File: src/rtl/ssi_tx_pkg.sv
package ssi_tx_pkg;
  typedef enum logic [1:0] {
    ST_IDLE  = 2'd0,
    ST_SHIFT = 2'd1,
    ST_HOLD  = 2'd2
  } tx_state_e;
endpackage

File: src/rtl/ssi_sync.sv
// Two-flop synchroniser for the asynchronous serial clock.
module ssi_sync #(
  parameter int   STAGES  = 2,
  parameter logic RST_VAL = 1'b1
) (
  input  logic clk,
  input  logic rst,
  input  logic d,
  output logic q
);
  logic [STAGES-1:0] chain;

  always_ff @(posedge clk) begin
    if (rst) chain <= {STAGES{RST_VAL}};
    else     chain <= {chain[STAGES-2:0], d};
  end

  assign q = chain[STAGES-1];
endmodule

File: src/rtl/ssi_word_prep.sv
// Source select, length clamp, masking, optional Gray code, left alignment.
module ssi_word_prep #(
  parameter int MAX_BITS  = 32,
  parameter int MIN_BITS  = 8,
  parameter int CFG_LEN_W = 6,
  parameter int LEN_W     = $clog2(MAX_BITS + 1)
) (
  input  logic [CFG_LEN_W-1:0] cfg_len,
  input  logic                 cfg_gray,
  input  logic                 cfg_echo,
  input  logic [MAX_BITS-1:0]  local_word,
  input  logic [MAX_BITS-1:0]  echo_word,
  output logic [LEN_W-1:0]     len_eff,
  output logic [MAX_BITS-1:0]  word_left
);
  logic [MAX_BITS-1:0] src, masked, enc;

  always_comb begin
    if (cfg_len < CFG_LEN_W'(MIN_BITS))      len_eff = LEN_W'(MIN_BITS);
    else if (cfg_len > CFG_LEN_W'(MAX_BITS)) len_eff = LEN_W'(MAX_BITS);
    else                                     len_eff = LEN_W'(cfg_len);
  end

  assign src = cfg_echo ? echo_word : local_word;

  for (genvar i = 0; i < MAX_BITS; i++) begin : g_mask
    assign masked[i] = src[i] & (LEN_W'(i) < len_eff);
  end

  assign enc       = cfg_gray ? (masked ^ (masked >> 1)) : masked;
  assign word_left = enc << (LEN_W'(MAX_BITS) - len_eff);
endmodule

File: src/rtl/ssi_frame_tx.sv
// Frame engine: capture on first fall, shift on rises, end-of-word low, monoflop.
module ssi_frame_tx
  import ssi_tx_pkg::*;
#(
  parameter int MAX_BITS    = 32,
  parameter int TIMEOUT_CYC = 2000,
  parameter int LEN_W       = $clog2(MAX_BITS + 1)
) (
  input  logic                clk,
  input  logic                rst,
  input  logic                sclk_s,
  input  logic [MAX_BITS-1:0] word_left,
  input  logic [LEN_W-1:0]    len_eff,
  output logic                data_q,
  output logic                frame_done
);
  localparam int TMR_W = $clog2(TIMEOUT_CYC + 1);

  tx_state_e           state;
  logic                sclk_d;
  logic [MAX_BITS-1:0] shreg;
  logic [LEN_W-1:0]    cnt, len_q;
  logic [TMR_W-1:0]    tmr;
  logic                rise, fall;

  assign rise       = sclk_s & ~sclk_d;
  assign fall       = ~sclk_s & sclk_d;
  assign frame_done = (state == ST_SHIFT) && fall && (cnt == len_q);

  always_ff @(posedge clk) begin
    if (rst) begin
      state  <= ST_IDLE;
      sclk_d <= 1'b1;
      data_q <= 1'b1;
      shreg  <= '0;
      cnt    <= '0;
      len_q  <= '0;
      tmr    <= '0;
    end else begin
      sclk_d <= sclk_s;
      case (state)
        ST_IDLE: begin
          data_q <= 1'b1;
          if (fall) begin
            shreg <= word_left;
            len_q <= len_eff;
            cnt   <= '0;
            tmr   <= '0;
            state <= ST_SHIFT;
          end
        end
        default: begin
          if (state == ST_SHIFT && rise && cnt != len_q) begin
            data_q <= shreg[MAX_BITS-1];
            shreg  <= shreg << 1;
            cnt    <= cnt + 1'b1;
          end
          if (frame_done) begin
            data_q <= 1'b0;
            state  <= ST_HOLD;
          end
          if (rise || fall) tmr <= '0;
          else if (tmr == TMR_W'(TIMEOUT_CYC - 1)) begin
            state  <= ST_IDLE;
            data_q <= 1'b1;
          end else tmr <= tmr + 1'b1;
        end
      endcase
    end
  end

  p_idle_high_r2: assert property (@(posedge clk) disable iff (rst)
    state == ST_IDLE |-> data_q);
  p_hold_low_r6: assert property (@(posedge clk) disable iff (rst)
    state == ST_HOLD |-> !data_q);
  p_done_enters_hold_r6: assert property (@(posedge clk) disable iff (rst)
    frame_done |=> (state == ST_HOLD && !data_q));
endmodule

File: src/rtl/ssi_master_watch.sv
// Per-loop master activity monitor with saturating miss counter.
module ssi_master_watch #(
  parameter int MISS_W = 2
) (
  input  logic clk,
  input  logic rst,
  input  logic loop_tick,
  input  logic frame_done,
  output logic miss_loop,
  output logic miss_multi
);
  localparam logic [MISS_W-1:0] MISS_MAX = '1;

  logic              seen;
  logic [MISS_W-1:0] miss_cnt, miss_nxt;
  logic              credited;

  assign credited = seen | frame_done;

  always_comb begin
    if (credited)              miss_nxt = '0;
    else if (miss_cnt != MISS_MAX) miss_nxt = miss_cnt + 1'b1;
    else                       miss_nxt = miss_cnt;
  end

  always_ff @(posedge clk) begin
    if (rst) begin
      seen       <= 1'b0;
      miss_cnt   <= '0;
      miss_loop  <= 1'b0;
      miss_multi <= 1'b0;
    end else if (loop_tick) begin
      seen       <= 1'b0;
      miss_cnt   <= miss_nxt;
      miss_loop  <= ~credited;
      miss_multi <= (miss_nxt >= MISS_W'(2));
    end else if (frame_done) begin
      seen <= 1'b1;
    end
  end

  p_multi_implies_loop_r8: assert property (@(posedge clk) disable iff (rst)
    miss_multi |-> miss_loop);
  p_stable_between_ticks_r9: assert property (@(posedge clk) disable iff (rst)
    !loop_tick |=> ($stable(miss_loop) && $stable(miss_multi)));
  p_done_clears_r7: assert property (@(posedge clk) disable iff (rst)
    (loop_tick && frame_done) |=> !miss_loop);
endmodule

File: src/rtl/ssi_slave_tx.sv
module ssi_slave_tx #(
  parameter int MAX_BITS    = 32,
  parameter int MIN_BITS    = 8,
  parameter int CFG_LEN_W   = 6,
  parameter int TIMEOUT_CYC = 2000,
  parameter int MISS_W      = 2
) (
  input  logic                 clk,
  input  logic                 rst,
  input  logic                 ssi_clk,
  input  logic                 loop_tick,
  input  logic [CFG_LEN_W-1:0] cfg_len,
  input  logic                 cfg_gray,
  input  logic                 cfg_echo,
  input  logic [MAX_BITS-1:0]  local_word,
  input  logic [MAX_BITS-1:0]  echo_word,
  output logic                 ssi_data,
  output logic                 miss_loop,
  output logic                 miss_multi
);
  localparam int LEN_W = $clog2(MAX_BITS + 1);

  logic                sclk_s;
  logic [LEN_W-1:0]    len_eff;
  logic [MAX_BITS-1:0] word_left;
  logic                frame_done;

  ssi_sync #(.STAGES(2), .RST_VAL(1'b1)) i_sync (
    .clk(clk), .rst(rst), .d(ssi_clk), .q(sclk_s));

  ssi_word_prep #(.MAX_BITS(MAX_BITS), .MIN_BITS(MIN_BITS),
                  .CFG_LEN_W(CFG_LEN_W), .LEN_W(LEN_W)) i_prep (
    .cfg_len(cfg_len), .cfg_gray(cfg_gray), .cfg_echo(cfg_echo),
    .local_word(local_word), .echo_word(echo_word),
    .len_eff(len_eff), .word_left(word_left));

  ssi_frame_tx #(.MAX_BITS(MAX_BITS), .TIMEOUT_CYC(TIMEOUT_CYC),
                 .LEN_W(LEN_W)) i_frame (
    .clk(clk), .rst(rst), .sclk_s(sclk_s), .word_left(word_left),
    .len_eff(len_eff), .data_q(ssi_data), .frame_done(frame_done));

  ssi_master_watch #(.MISS_W(MISS_W)) i_watch (
    .clk(clk), .rst(rst), .loop_tick(loop_tick), .frame_done(frame_done),
    .miss_loop(miss_loop), .miss_multi(miss_multi));

  p_reset_state_r1: assert property (@(posedge clk)
    $past(rst) |-> (ssi_data && !miss_loop && !miss_multi));
endmodule

File: config.mk
export PLATFORM = sky130hd
export DESIGN_NAME = ssi_slave_tx
export DESIGN_NICKNAME = d
export VERILOG_FILES = /design/src/rtl/ssi_tx_pkg.sv /design/src/rtl/ssi_sync.sv /design/src/rtl/ssi_word_prep.sv /design/src/rtl/ssi_frame_tx.sv /design/src/rtl/ssi_master_watch.sv /design/src/rtl/ssi_slave_tx.sv
export SDC_FILE = /design/constraint.sdc
export NUM_CORES = 1
export LEC_CHECK = 0
export ABC_CLOCK_PERIOD_IN_PS = 11800
export CORE_MARGIN = 2
export CORE_UTILIZATION = 40
export CTS_CLUSTER_SIZE = 28
export DETAILED_ROUTE_END_ITERATION = 16
export HOLD_SLACK_MARGIN = 0.03
export SLEW_MARGIN = 10
export SYNTH_ARGS = -nofsm -noshare
export SYNTH_HDL_FRONTEND = slang
export SYNTH_SLANG_ARGS = --single-unit
File: constraint.sdc
create_clock -name clk -period 11.8 [get_ports clk]
set_input_delay 1.77 -clock clk [delete_from_list [all_inputs] [get_ports clk]]
set_output_delay 1.77 -clock clk [all_outputs]
set_load 0.01 [all_outputs]
==> metrics.yaml, run 1 <==
timing:
  final-max-slew-violation-count: 0
  setup_repair_after_global_routing_missed_its_margin: "false"
  setup-tns-final_ps: 0
  timing.slew.headroom: 0.204
  fin_worst_skew_ps: 9.34
  period_minus_slack_ps: 6940
  setup_viol: 0
  worstMarginPinSlew_ps: 1190
  final-hold-violation-count: 0
  max_clock_freq_ghz: 0.144
  min_period_over_period: 0.588
power:
  clockPowerShare: 0.335
  power_report.internal_total_mw: 0.516
  net_switching_fraction_of_the_power: 0.362
  net-switching-power_mw: 0.292
  power.share.combinational: 0.371
  seqPwrFrac: 0.294
  vdd_ir_drop_max_mv: 0.0545
  power.leakage_nw: 2.73
  powerDensity_mw_per_mm2: 106
finish:
  fillers: 1699
  final_layout_size_suffix_gt1_frac: 0.0797
  final_area_mm2: 0.00765
  antenna_cells: 0
  final_core_utilization: 0.468
  finish.net_count: 1005
  area_growth_pct: 15.6
min_path:
  whs_path_depth: 1
  worst_hold_path_type: "register to register"
  hold_path_end: "i_sync.chain[1]"
  hp-start: "i_sync.chain[0]"
clock_tree:
  cts-root-buf: "sky130_fd_sc_hd__clkbuf_16"
  cts.repair.resized: 0
  worst_skew_pair_latency_ps: 330
  cts_htree_levels: 3
  numCtsBuffers: 9
  clkTransAtPathRegs_ps: 50
  tritoncts_num_sinks: 66
  tritoncts: "yes"
  cts_max_path_buffers: 2
  postCtsHoldBufs: 0
  post_cts.repair.setup_buffers: 0
synth:
  ys.warnings.count: 0
  synth.mux.area_fraction: 0.0864
  syn-instance-count: 896
  post_synth.cell_area_avg_um2: 7.39
  synth_top_family_by_area: "compound AO/OA/AOI/OAI gates"
  yosys_register_bits: 66
  seq_area_frac_synth: 0.200
  synthArstFlopShare: 0
  synth_fa_ha_area_frac: 0.0113
  netlist-cell-type-count: 87
  synth_area_mm2: 0.00662
  yosys_most_used_dff: "sky130_fd_sc_hd__dfxtp_1"
  edff_count_synth: 0
  synth_xor_xnor_area_share: 0.0278
  mappedNetlistNets: 978
  synth-compound-area-share: 0.338
  post_synth_and_or_nand_nor_area_fraction: 0.266
setup_path:
  critical-path-top-cell-by-count: "sky130_fd_sc_hd__buf_4"
  reg2reg_setup_slack_ps: 9060
  data_arrival_time_at_the_worst_slack_endpoint_ps: 7160
  r2r.worst_path.cells: 6
  critPathMaxFanout: 40
  setup.worst_path.class: "input pin to register"
  cp_slowest_stage_delay_ps: 890
  crit_chain: "clkdlybuf4s50_1 -> o21ba_2 -> nand2_1 -> buf_4 -> inv_1 -> buf_4 -> ha_1 -> buf_4 -> clkinv_1 -> mux4_2 -> o2bb2ai_2 -> o221a_2 -> o221ai_1 -> o32ai_1"
  timing.critical_path.required_ps: 12020
  r2r-start: "i_frame.state[1]"
  worst_r2r_end: "i_frame.shreg[27]"
  worst_path_max_delay_cell: "sky130_fd_sc_hd__clkdlybuf4s50_1"
  endpoint_kind: "register"
  start_kind: "input pin"
global_routing:
  vias_in_the_first_global_route: 6767
  grt_pass1_wl_um: 36200
  grtUsageTotal: 0.252
  grt_overflow_total: 0
  grt_start_max_net_pins: 59
  antenna_violations_before_repair: 0
floorplanning:
  die_w_um: 133
  row_count: 47
  boundaryPins: 79
  floorplan.initialDensity: 0.405
  die-area_mm2: 0.0176
  height_of_the_die_um: 133
  design.core.area_mm2: 0.0163
routing:
  routed_wl_um: 22500
  wl_met1_um: 10000
  via_count: 7320
  detailed_router_s_first_iteration_violation_count: 755
  met2_wirelength_um: 9960
  drt-vias-per-instance: 6.38
  ant_nets: 0
  drt_drc_violations_left: 0
  maxUsedRoutingLayer: "met4"
  wl_met3_um: 1730
  firstDrtPassIters: 7
  routed_wire_length_per_instance_um: 19.6
placed_design:
  portBuffers: 78
  half_perimeter_wire_length_after_detailed_placement_um: 16500
  gp_routability_congestion: 0.936
  place_area_mm2: 0.00735
run:
  max-cap-violations: 0
outcome:
  outcome: "finished clean"
-- cells in the mapped netlist (7+ instances only) --
library cell | n | area, um2
sky130_fd_sc_hd__nor3_1 | 42 | 210
sky130_fd_sc_hd__o211ai_1 | 21 | 158
sky130_fd_sc_hd__a31oi_1 | 15 | 93.8
sky130_fd_sc_hd__xnor2_1 | 11 | 96.3
sky130_fd_sc_hd__nand4_1 | 7 | 43.8
sky130_fd_sc_hd__a221oi_1 | 12 | 105
sky130_fd_sc_hd__buf_2 | 14 | 70.1
sky130_fd_sc_hd__mux2_2 | 9 | 101
sky130_fd_sc_hd__a2111oi_0 | 7 | 61.3
sky130_fd_sc_hd__xor2_1 | 10 | 87.6
sky130_fd_sc_hd__o31ai_1 | 10 | 75.1
sky130_fd_sc_hd__nor4_1 | 8 | 50.1
sky130_fd_sc_hd__mux2i_1 | 32 | 320
sky130_fd_sc_hd__nor2_1 | 98 | 368
sky130_fd_sc_hd__buf_6 | 9 | 101
sky130_fd_sc_hd__nand3_1 | 36 | 180
sky130_fd_sc_hd__and3_1 | 22 | 138
sky130_fd_sc_hd__inv_1 | 13 | 48.8
sky130_fd_sc_hd__and2_1 | 12 | 75.1
sky130_fd_sc_hd__a21oi_1 | 69 | 345
sky130_fd_sc_hd__clkbuf_1 | 40 | 150
sky130_fd_sc_hd__dfxtp_1 | 66 | 1320
sky130_fd_sc_hd__or3_1 | 11 | 68.8
sky130_fd_sc_hd__o21ai_0 | 35 | 175
sky130_fd_sc_hd__nand2_1 | 71 | 267
sky130_fd_sc_hd__o32ai_1 | 10 | 87.6
sky130_fd_sc_hd__o22ai_1 | 14 | 87.6
sky130_fd_sc_hd__a211oi_1 | 22 | 165
-- power groups by stage --
stage | registers, mW | clock network [mW] | logic, mW
global route | 0.239 | 0.285 | 0.324
global placement | 0.243 | 0 | 0.291
floorplan | 0.241 | 0 | 0.202
CTS | 0.238 | 0.275 | 0.291
finish | 0.238 | 0.271 | 0.300
detailed placement | 0.243 | 0 | 0.290
-- state kept, by name, indices dropped and copies added, names as in the netlist --
name and cells:
i_sync.chain 2, i_frame.sclk_d 1, i_frame.data_q 1, i_frame.shreg 32, i_watch.miss_loop 1, i_frame.tmr 11, i_frame.state 2, i_watch.miss_cnt 2
i_watch.seen 1, i_frame.len_q 6, i_watch.miss_multi 1, i_frame.cnt 6
-- metrics by stage --
| step | cells | power [mW] | setup WS [ps] | hold WS [ps] |
|---|---|---|---|---|
| 2_1_floorplan | 896 | 0.443 | 6780 | 389 |
| 5_1_grt | 1148 | 0.848 | 4600 | 438 |
| 6_report | 1148 | 0.809 | 4860 | 421 |
| 4_1_cts | 1148 | 0.805 | 5020 | 425 |
| 3_3_place_gp | 1132 | 0.534 | 4700 | 412 |
| 3_5_place_dp | 1132 | 0.533 | 4700 | 411 |
-- metal layers --
metal	vias up	track usage
met3	63	0.0487
li1	3501	-
met4	0	0.0908
met1	3418	0.349
met5	-	0
met2	338	0.390
-- cell families after synthesis --
group / count (synthesis)
AND/OR/NAND/NOR: 353
AO/OA/AOI/OAI: 313
buffers and inverters: 89
flip-flops: 66
multiplexers: 48
XOR/XNOR: 21
adder cells (fa/ha/maj): 6
-- layout by cell type, fill, tap and decap left out, drive strengths merged, types with 11 or more instances in the layout --
cell type,synthesis,routed
dfxtp,66,66
a221oi,14,14
or3,11,11
nand3,36,36
xnor2,11,11
o22ai,14,14
nor2,99,99
buf,34,15
o21ai,41,41
a211oi,24,24
nand2,71,71
inv,13,14
mux2i,32,32
and2,14,14
clkdlybuf4s50,0,76
nor3,43,43
and3,22,22
a31oi,15,15
o211ai,21,21
a21oi,71,71
-- critical path, delay by kind of cell --
kind            cells  cell delay [ps]
buf+inv             6             2560
compound gates      5             1850
fa+ha+maj           1              340
mux                 1              510
simple gates        1              100
-- area by class of cell --
| cell class | count | area, um2 | share of cell area |
|---|---|---|---|
| Inverter | 14 | 52.6 | 0.00687 |
| Timing Repair Buffer | 91 | 868 | 0.114 |
| Sequential cell | 66 | 1320 | 0.173 |
| Multi-Input combinational cell | 741 | 4830 | 0.631 |
| Clock buffer | 10 | 239 | 0.0312 |
| Tap cell | 220 | 275 | 0.0360 |
| Clock inverter | 6 | 65.1 | 0.00851 |
-- worst max-delay path by stage --
stage               startpoint           endpoint  slack (ps)  cells after the start
finish              cfg_len[5]  i_frame.shreg[28]        4860                     14
global route        cfg_len[5]  i_frame.shreg[28]        4600                     14
CTS                 cfg_len[5]  i_frame.shreg[28]        5020                     14
detailed placement  cfg_len[5]  i_frame.shreg[28]        4700                     14
global placement    cfg_len[5]  i_frame.shreg[28]        4700                     14
floorplan           cfg_len[3]  i_frame.shreg[27]        6780                     15
Power figures use the tool's default switching activity.
==> run 2: changes to the inputs <==
Settings changed: ABC_CLOCK_PERIOD_IN_PS 11800 to 6500.
Clock period 11.8 ns to 6.5 ns, I/O delays scaled along.
==> metrics.yaml, run 2 (synthesized netlist as in run 1, its figures left out) <==
outcome:
  outcome: "finished clean"
finish:
  finish.net_count: 1011
  antenna_cells: 0
  leading_registers_by_flop_count: "i_frame.shreg: 32 flops, i_frame.tmr: 11 flops"
  fillers: 1675
  largest_register_ffs: 32
  final_layout_size_suffix_gt1_frac: 0.0857
  final_core_utilization: 0.474
  regMostFlops: "i_frame.shreg"
  area_growth_pct: 17.0
  mostFrequentLayoutCell: "sky130_fd_sc_hd__nor2_1"
  mostFrequentLayoutCells: "sky130_fd_sc_hd__nor2_1 (98), sky130_fd_sc_hd__clkdlybuf4s50_1 (76), sky130_fd_sc_hd__nand2_1 (71)"
min_path:
  hold_path_end: "i_sync.chain[1]"
  worst_hold_path_type: "register to register"
  whs_path_depth: 1
  hp-start: "i_sync.chain[0]"
run:
  max-cap-violations: 0
routing:
  via_count: 7322
  routed_wire_length_per_instance_um: 19.4
  drt-vias-per-instance: 6.34
  detailed_router_s_first_iteration_violation_count: 702
  ant_nets: 0
  routed_wl_um: 22400
  firstDrtPassIters: 5
  drt_drc_violations_left: 0
floorplanning:
  die-area_mm2: 0.0176
  boundaryPins: 79
  die_w_um: 133
  floorplan.initialDensity: 0.405
  height_of_the_die_um: 133
  row_count: 47
  design.core.area_mm2: 0.0163
power:
  net-switching-power_mw: 0.529
  vdd_ir_drop_max_mv: 0.138
  power.leakage_nw: 2.79
  power_report.internal_total_mw: 1.02
  clockPowerShare: 0.367
  seqPwrFrac: 0.279
  net_switching_fraction_of_the_power: 0.341
  powerDensity_mw_per_mm2: 200
  power.share.combinational: 0.355
timing:
  holdWs_ps: 433
  final-hold-violation-count: 0
  timing.slew.headroom: 0.217
  worstMarginPinSlew_ps: 1160
  final-max-slew-violation-count: 0
  setup_repair_after_global_routing_missed_its_margin: "false"
  worst_slack_ps: 1340
  max_clock_freq_ghz: 0.194
  fin_worst_skew_ps: 6.23
  min_period_over_period: 0.793
  setup_viol: 0
  period_minus_slack_ps: 5160
  setup-tns-final_ps: 0
global_routing:
  grt_start_max_net_pins: 59
  grt_overflow_total: 0
  vias_in_the_first_global_route: 6979
  antenna_violations_before_repair: 0
  grtUsageTotal: 0.254
  grt_pass1_wl_um: 36700
placed_design:
  half_perimeter_wire_length_after_detailed_placement_um: 16600
  dp_slack_ps: 1180
  portBuffers: 78
  gp_routability_congestion: 0.923
setup_path:
  critPathMaxFanout: 17
  setup.worst_path.class: "input pin to register"
  r2r.worst_path.cells: 8
  crit_chain: "clkdlybuf4s50_1 -> o21ba_2 -> nand2_1 -> ha_1 -> inv_1 -> nand3_1 -> and2_1 -> nor2_1 -> a222oi_1 -> o21ai_0 -> o32ai_1 -> a311oi_1"
  r2r-start: "i_frame.state[1]"
  start_kind: "input pin"
  data_arrival_time_at_the_worst_slack_endpoint_ps: 5350
  worst_path_max_delay_cell: "sky130_fd_sc_hd__a222oi_1"
  endpoint_kind: "register"
  worst_r2r_end: "i_frame.shreg[29]"
  reg2reg_setup_slack_ps: 3870
  cp_slowest_stage_delay_ps: 710
  timing.critical_path.required_ps: 6690
clock_tree:
  cts_max_path_buffers: 2
  tritoncts_num_sinks: 66
  cts-root-buf: "sky130_fd_sc_hd__clkbuf_16"
  clkTransAtPathRegs_ps: 60
  post_cts.repair.setup_buffers: 0
  numCtsBuffers: 9
  worst_skew_pair_latency_ps: 330
  cts_htree_levels: 3
  tritoncts: "yes"
  cts.repair.resized: 0
  postCtsHoldBufs: 0
## run 2: layer usage
layer | wire (um) | global-route usage | vias up
met1 | 10200 | 0.352 | 3439
met5 | 0 | 0 | -
met4 | 639 | 0.0980 | 0
li1 | - | - | 3519
met2 | 10100 | 0.396 | 316
met3 | 1510 | 0.0421 | 48
## run 2: per-stage QoR
step                power, mW  cell area [um2]  cells
floorplan               0.805             6620    896
global placement        0.972             7390   1138
detailed placement      0.971             7390   1138
CTS                      1.54             7740   1154
global route             1.62             7740   1154
finish                   1.55             7740   1154
## run 2: worst max path at each step
stage	start	to	slack, ps	cells after the start
floorplan	cfg_len[3]	i_frame.shreg[27]	2270	15
global placement	cfg_len[4]	i_frame.shreg[28]	1290	12
detailed placement	cfg_len[4]	i_frame.shreg[30]	1180	12
CTS	cfg_len[4]	i_frame.shreg[30]	1530	12
global route	cfg_len[4]	i_frame.shreg[30]	1110	12
finish	cfg_len[4]	i_frame.shreg[30]	1340	12
## run 2: cell type report
type / instances / area, um2 / share of cell area
flip-flops and latches: 66 / 1320 / 0.171
well taps: 220 / 275 / 0.0356
clock inverters: 6 / 113 / 0.0145
inverters: 14 / 52.6 / 0.00679
multi-input cells: 741 / 4830 / 0.624
clock buffers: 10 / 239 / 0.0309
repair buffers: 97 / 913 / 0.118
## run 2: power groups by stage
stage,sequential (mW),combinational (mW),clock (mW)
global placement,0.440,0.532,0
CTS,0.431,0.534,0.577
finish,0.432,0.549,0.567
global route,0.434,0.595,0.591
detailed placement,0.440,0.531,0
floorplan,0.437,0.368,0
## run 2: critical path: cells and delay by family
| kind | cells | cell delay, ps |
|---|---|---|
| adders and majority gates | 1 | 460 |
| AOI/OAI and AO/OA | 5 | 1670 |
| and+or+nand+nor | 4 | 1380 |
| buffers and inverters | 2 | 840 |
